File: src/rtl/i2c_status_pkg.sv
package i2c_status_pkg;
  typedef enum logic [2:0] {
    ST_IDLE = 3'd0,
    ST_ADDR = 3'd1,
    ST_AACK = 3'd2,
    ST_TX   = 3'd3,
    ST_TACK = 3'd4
  } tgt_state_t;
endpackage

File: src/rtl/i2c_line_sync.sv
module i2c_line_sync #(
  parameter int W      = 2,
  parameter int STAGES = 2
) (
  input  logic         clk,
  input  logic         rst_n,
  input  logic [W-1:0] din,
  output logic [W-1:0] dout
);
  logic [W-1:0] stage_q [STAGES];

  generate
    for (genvar s = 0; s < STAGES; s++) begin : g_stage
      if (s == 0) begin : g_first
        always_ff @(posedge clk or negedge rst_n) begin
          if (!rst_n) stage_q[s] <= '1;
          else        stage_q[s] <= din;
        end
      end else begin : g_next
        always_ff @(posedge clk or negedge rst_n) begin
          if (!rst_n) stage_q[s] <= '1;
          else        stage_q[s] <= stage_q[s-1];
        end
      end
    end
  endgenerate

  assign dout = stage_q[STAGES-1];
endmodule

File: src/rtl/i2c_bus_events.sv
module i2c_bus_events (
  input  logic clk,
  input  logic rst_n,
  input  logic scl_s,
  input  logic sda_s,
  output logic start_det,
  output logic stop_det,
  output logic scl_rise,
  output logic scl_fall
);
  logic scl_p, sda_p;

  always_ff @(posedge clk or negedge rst_n) begin
    if (!rst_n) begin
      scl_p <= 1'b1;
      sda_p <= 1'b1;
    end else begin
      scl_p <= scl_s;
      sda_p <= sda_s;
    end
  end

  assign start_det = scl_s & scl_p & sda_p & ~sda_s;
  assign stop_det  = scl_s & scl_p & ~sda_p & sda_s;
  assign scl_rise  = scl_s & ~scl_p;
  assign scl_fall  = ~scl_s & scl_p;
endmodule

File: src/rtl/i2c_por_flag.sv
module i2c_por_flag (
  input  logic clk,
  input  logic rst_n,
  input  logic set_i,
  input  logic clr_i,
  output logic flag_q
);
  logic flag_n;

  always_comb begin
    flag_n = flag_q;
    if (set_i)      flag_n = 1'b1;
    else if (clr_i) flag_n = 1'b0;
  end

  always_ff @(posedge clk or negedge rst_n) begin
    if (!rst_n) flag_q <= 1'b1;
    else        flag_q <= flag_n;
  end
endmodule

File: src/rtl/i2c_status_target.sv
module i2c_status_target
  import i2c_status_pkg::*;
#(
  parameter int SEL_W       = 2,
  parameter int PORT_W      = 3,
  parameter int CONV_W      = 3,
  parameter int ADDR_PREFIX = 'h18,
  parameter int SYNC_STAGES = 2
) (
  input  logic              clk,
  input  logic              rst_n,
  input  logic              scl_i,
  input  logic              sda_i,
  output logic              sda_oe,
  input  logic [SEL_W-1:0]  addr_sel,
  input  logic              supply_low,
  input  logic              lock_in,
  input  logic [PORT_W-1:0] port_lvl,
  input  logic [CONV_W-1:0] conv_code
);
  localparam int BYTE_W = 2 + PORT_W + CONV_W;
  localparam int PFX_W  = BYTE_W - 1 - SEL_W;
  localparam int CNT_W  = $clog2(BYTE_W + 1);

  // reset: asserted asynchronously, released on the clock
  logic [1:0] rst_sync_q;
  logic       rst_core_n;
  always_ff @(posedge clk or negedge rst_n) begin
    if (!rst_n) rst_sync_q <= 2'b00;
    else        rst_sync_q <= {rst_sync_q[0], 1'b1};
  end
  assign rst_core_n = rst_sync_q[1];

  logic scl_s, sda_s;
  i2c_line_sync #(.W(2), .STAGES(SYNC_STAGES)) u_sync (
    .clk (clk), .rst_n (rst_core_n),
    .din ({scl_i, sda_i}), .dout ({scl_s, sda_s})
  );

  logic start_det, stop_det, scl_rise, scl_fall;
  i2c_bus_events u_evt (
    .clk (clk), .rst_n (rst_core_n), .scl_s (scl_s), .sda_s (sda_s),
    .start_det (start_det), .stop_det (stop_det),
    .scl_rise (scl_rise), .scl_fall (scl_fall)
  );

  tgt_state_t        st_q, st_n;
  logic [CNT_W-1:0]  cnt_q, cnt_n;
  logic [BYTE_W-1:0] sh_q, sh_n;
  logic              ack_q, ack_n;
  logic              act_q, act_n;
  logic              por_q;
  logic [BYTE_W-1:0] status_w;
  logic              addr_hit;

  i2c_por_flag u_por (
    .clk (clk), .rst_n (rst_core_n),
    .set_i (supply_low), .clr_i (stop_det & act_q),
    .flag_q (por_q)
  );

  assign status_w = {por_q, lock_in, port_lvl, conv_code};
  assign addr_hit = (sh_q[BYTE_W-1:1] == {PFX_W'(ADDR_PREFIX), addr_sel}) & sh_q[0];

  always_comb begin
    st_n  = st_q;
    cnt_n = cnt_q;
    sh_n  = sh_q;
    ack_n = ack_q;
    act_n = act_q;
    if (start_det) begin
      st_n  = ST_ADDR;
      cnt_n = '0;
      act_n = 1'b0;
    end else if (stop_det) begin
      st_n  = ST_IDLE;
      act_n = 1'b0;
    end else begin
      case (st_q)
        ST_ADDR: begin
          if (scl_rise && cnt_q != CNT_W'(BYTE_W)) begin
            sh_n  = {sh_q[BYTE_W-2:0], sda_s};
            cnt_n = cnt_q + CNT_W'(1);
          end else if (scl_fall && cnt_q == CNT_W'(BYTE_W)) begin
            st_n = addr_hit ? ST_AACK : ST_IDLE;
          end
        end
        ST_AACK: begin
          if (scl_fall) begin
            st_n  = ST_TX;
            sh_n  = status_w;
            cnt_n = '0;
            act_n = 1'b1;
          end
        end
        ST_TX: begin
          if (scl_fall) begin
            sh_n  = {sh_q[BYTE_W-2:0], 1'b0};
            cnt_n = cnt_q + CNT_W'(1);
            if (cnt_q == CNT_W'(BYTE_W - 1)) st_n = ST_TACK;
          end
        end
        ST_TACK: begin
          if (scl_rise) begin
            ack_n = ~sda_s;
          end else if (scl_fall) begin
            if (ack_q) begin
              st_n  = ST_TX;
              sh_n  = status_w;
              cnt_n = '0;
            end else begin
              st_n = ST_IDLE;
            end
          end
        end
        default: ;
      endcase
    end
  end

  always_ff @(posedge clk or negedge rst_core_n) begin
    if (!rst_core_n) begin
      st_q  <= ST_IDLE;
      cnt_q <= '0;
      sh_q  <= '0;
      ack_q <= 1'b0;
      act_q <= 1'b0;
    end else begin
      st_q  <= st_n;
      cnt_q <= cnt_n;
      sh_q  <= sh_n;
      ack_q <= ack_n;
      act_q <= act_n;
    end
  end

  assign sda_oe = (st_q == ST_AACK) | ((st_q == ST_TX) & ~sh_q[BYTE_W-1]);
endmodule

File: config.mk
export PLATFORM = sky130hd
export DESIGN_NAME = i2c_status_target
export DESIGN_NICKNAME = d
export VERILOG_FILES = /design/src/rtl/i2c_status_pkg.sv /design/src/rtl/i2c_line_sync.sv /design/src/rtl/i2c_bus_events.sv /design/src/rtl/i2c_por_flag.sv /design/src/rtl/i2c_status_target.sv
export SDC_FILE = /design/constraint.sdc
export NUM_CORES = 1
export LEC_CHECK = 0
export BUFFER_PORTS_ARGS = -buffer_cell sky130_fd_sc_hd__buf_2
export CAP_MARGIN = 10
export CORE_MARGIN = 10
export CORE_UTILIZATION = 50
export DETAILED_ROUTE_END_ITERATION = 6
export GPL_TIMING_DRIVEN = 1
export PLACE_DENSITY = 0.72
export SYNTH_ARGS = -nofsm -noshare
export SYNTH_HDL_FRONTEND = slang
export SYNTH_SLANG_ARGS = --single-unit
File: constraint.sdc
create_clock -name clk -period 2.6 [get_ports clk]
set_input_delay 0.52 -clock clk [delete_from_list [all_inputs] [get_ports clk]]
set_output_delay 0.52 -clock clk [all_outputs]
set_load 0.01 [all_outputs]
==> results.md <==
- Syn avg cell area: between 10 and 15 µm²
- Synth cell types: between 40 and 50
- Routed WL: 2840 µm
- Combinational family with the most area after synthesis: simple AND/OR/NAND/NOR gates
- Gate Count Post-Synth: 127
- Fmax: 508 MHz
- CP delay by family, top: flip-flops
- PD cells: ~850 mW/mm²
- Drc violations: 0
- Via/cell ratio: a little under 6
- Hold Path Class: input pin to flop
- Post-Syn Nets: 143
- Skew-Pair Late Insertion Delay: 0.32 ns
- Antenna violations before repair: 0
- Root buffer cell: clkbuf_4
- Via count: 1012
- Final instance area: 0.00152 mm²
- Worst path cell trace: nor2b_1 > o211ai_1 > a31oi_4 > mux2_1
- Wire per inst: 16.4 µm
- Fill cell total of the finished layout: 246
- Setup TNS: 0 ns
- CTS tree: done
- Worst setup margin: 0.632 ns
- Final setup viols: 0
- CTS clock-pin slew for the worst setup and hold paths: 0.14 ns
- Pwr Total: around 1.3 mW
- Crit path kind: flop to flop
- Synthesized-area fraction occupied by and/or/nand/nor cells: 20.2%
- Maximum VDD drop: 0.512 mV
- Layout overhead on the synthesized area: 9.67%
- Die Ht: 72.6 µm
- Post-CTS Setup Inserts: 0
- Clk_skew: 0.00651 ns
- RSZ-0062 raised after global routing: false
- Worst path required time: 2.81 ns
- Starting Density: 51.1%
- First-pass GRT wire length: between 4000 and 5000 µm
- Number of register bits inferred by synthesis: 26
- Max Cap Viol: 0
- Commonest non-fill, non-tap cells in the layout: dfrtp_1 (19), buf_2 (14), o21ai_1 (10), nand3_1 (10)
- Worst setup SP type: flop
- Site Rows: 19
- CP Buf/Inv Count: 0
- Seq/Total Area, Yosys: 47.6%
- Area of the multi-input gates: about 680 µm²
- Total GRT Usage: 11.5%
- Total grt overflow: 0
- Vias in the first global route: 1066
- Die extent in x: 72.6 µm
- Maximum net fanout on the critical path: 10
- Slowest CP cell: dfrtp_1
- Antenna-violating nets left: 0
- Max Buffers Root-to-Sink: 2
- Fin. Hold Viols: 0
- CP endpoint kind: flop
- Starting DRC count in detailed routing: 30
- Hold Buf Count CTS: 1
- Largest net degree at the start of global routing: 25
- Synth warnings: 0
- Synth Area in Compound Gates: 17.3%
- Leakage Power: 0.674 nW
- Final min period: 1.97 ns
- Mux share of post-synthesis cell area: 7.50%
- Actual slew at the worst max-slew pin: around 0.98 ns
- Final net count: 159
- Antenna Cells: 0
- Worst Path Arrival: 2.18 ns
- Core area: 0.00271 mm²
- Dpl ws: 0.701 ns
- Commonest non-fill, non-tap cell in the layout: dfrtp_1
- Max incr delay on CP: 0.56 ns
- WHS: 0.286 ns
- Sequential Area: 659 µm²
- Mapped Area: 0.00138 mm²
- CTS Sinks: 26
- XOR/XNOR Fraction of Synth Area: roughly 1.9%
- GP Congestion: 0.913
- Fin crit share: 75.7%
- TritonRoute pass-1 iters: 4
- H-tree depth: 1
- Cts repair resizes: 0
- I/O Buffers: 14
- Status: completed
- Final slew viol count: 0
- Adder-Cell Fraction of Synth Area: ~1.8%
- I/O Pins: 15
- Area of the die: approximately 0.0053 mm²
- Total CTS buffers: 3
- Slew margin rel.: between 30% and 40%
- Placed Area: 0.00147 mm²
- Dpl hpwl: 2110 µm
- Layout cells sized above 1: 24.6%
## per-layer routing
layer | GRT usage [%] | vias up | routed length, µm
met3 | 2.59 | 2 | 90
met1 | 15.2 | 505 | 1340
met4 | 4.22 | 0 | 18
li1 | - | 493 | -
met5 | 0 | - | 0
met2 | 17.9 | 12 | 1380
## kinds of logic after synthesis
kind of cell / count (synthesis)
and+or+nand+nor: 42
AOI/OAI and AO/OA: 33
DFF: 26
muxes: 10
buffers and inverters: 10
xor gates and xnor gates: 3
adders and majority gates: 2
other: 1
## Yosys cell counts, drive strengths merged
master	count	area share, %
nand2	5	1.4
nand4	1	0.45
or2	2	0.90
or4b	1	0.72
inv	5	1.4
a21oi	2	0.72
or4	1	0.81
o31ai	3	1.6
or2b	1	0.54
nand3b	1	0.54
o21ai	12	4.6
nand3	10	3.6
dfrtp	19	34
a31oi	2	2.0
nand2b	4	1.8
and4bb	1	0.90
a22o	1	0.63
o22ai	2	0.90
clkbuf	1	0.27
nor2	4	1.6
o21a	1	0.54
nor2b	2	0.90
xor2	3	1.9
a311o	2	1.4
a21boi	2	1.1
mux2i	7	5.1
nor3b	2	1.1
and3	3	1.4
and3b	2	1.5
mux2	3	2.4
buf	4	1.8
o211ai	2	1.1
a22oi	1	0.90
a21o	2	1.1
ha	2	1.8
o22a	1	0.63
conb	1	0.27
nor4	2	2.0
dfstp	7	13
## worst paths after layout
check / slack [ns] / cells past startpoint / endpoint / startpoint
min: 0.29 / 1 / u_sync.stage_q[2] / sda_i
max: 0.63 / 4 / st_q[0] / st_q[1]
max in group asynchronous: 1.60 / 0 / ack_q / rst_sync_q[1]
min in group asynchronous: 0.41 / 0 / sh_q[2] / rst_sync_q[1]
min reg2reg: 0.37 / 0 / u_sync.dout[0] / u_sync.stage_q[2]
max reg2reg: 0.63 / 4 / st_q[0] / st_q[1]
## power by group
| part | total, mW | internal (mW) | switching [mW] |
|---|---|---|---|
| clock | 0.202 | 0.0856 | 0.117 |
| combinational | 0.450 | 0.212 | 0.238 |
| sequential | 0.641 | 0.513 | 0.127 |
| total | 1.29 | 0.811 | 0.482 |
## state kept, by name (all words and copies together) (netlist names)
name / cells
act_q: 1
rst_sync_q: 2
cnt_q: 4
u_evt.sda_p: 1
u_sync.dout: 2
u_sync.stage_q: 2
ack_q: 1
sh_q: 8
u_por.flag_q: 1
st_q: 3
u_evt.scl_p: 1
## worst register-to-register path, cell delays in order (launching register included)
cell and delay, ns:
dfrtp_1 0.56, nor2b_1 0.43, o211ai_1 0.25, a31oi_4 0.27
mux2_1 0.35
## metrics by stage
step,cells,util (%)
after floorplan,127,-
after global placement,168,54.3
after detailed placement,168,54.3
after CTS,173,56.0
after global routing,173,56.0
final,173,56.0
## cell type report
type	instances	share of cell area [%]
Tap cell	31	2.56
Sequential cell	26	43.4
Clock buffer	4	2.39
Inverter	5	1.24
Timing Repair Buffer	16	5.77
Multi-Input combinational cell	91	44.6
No activity file was read; power rests on OpenSTA's default activity.
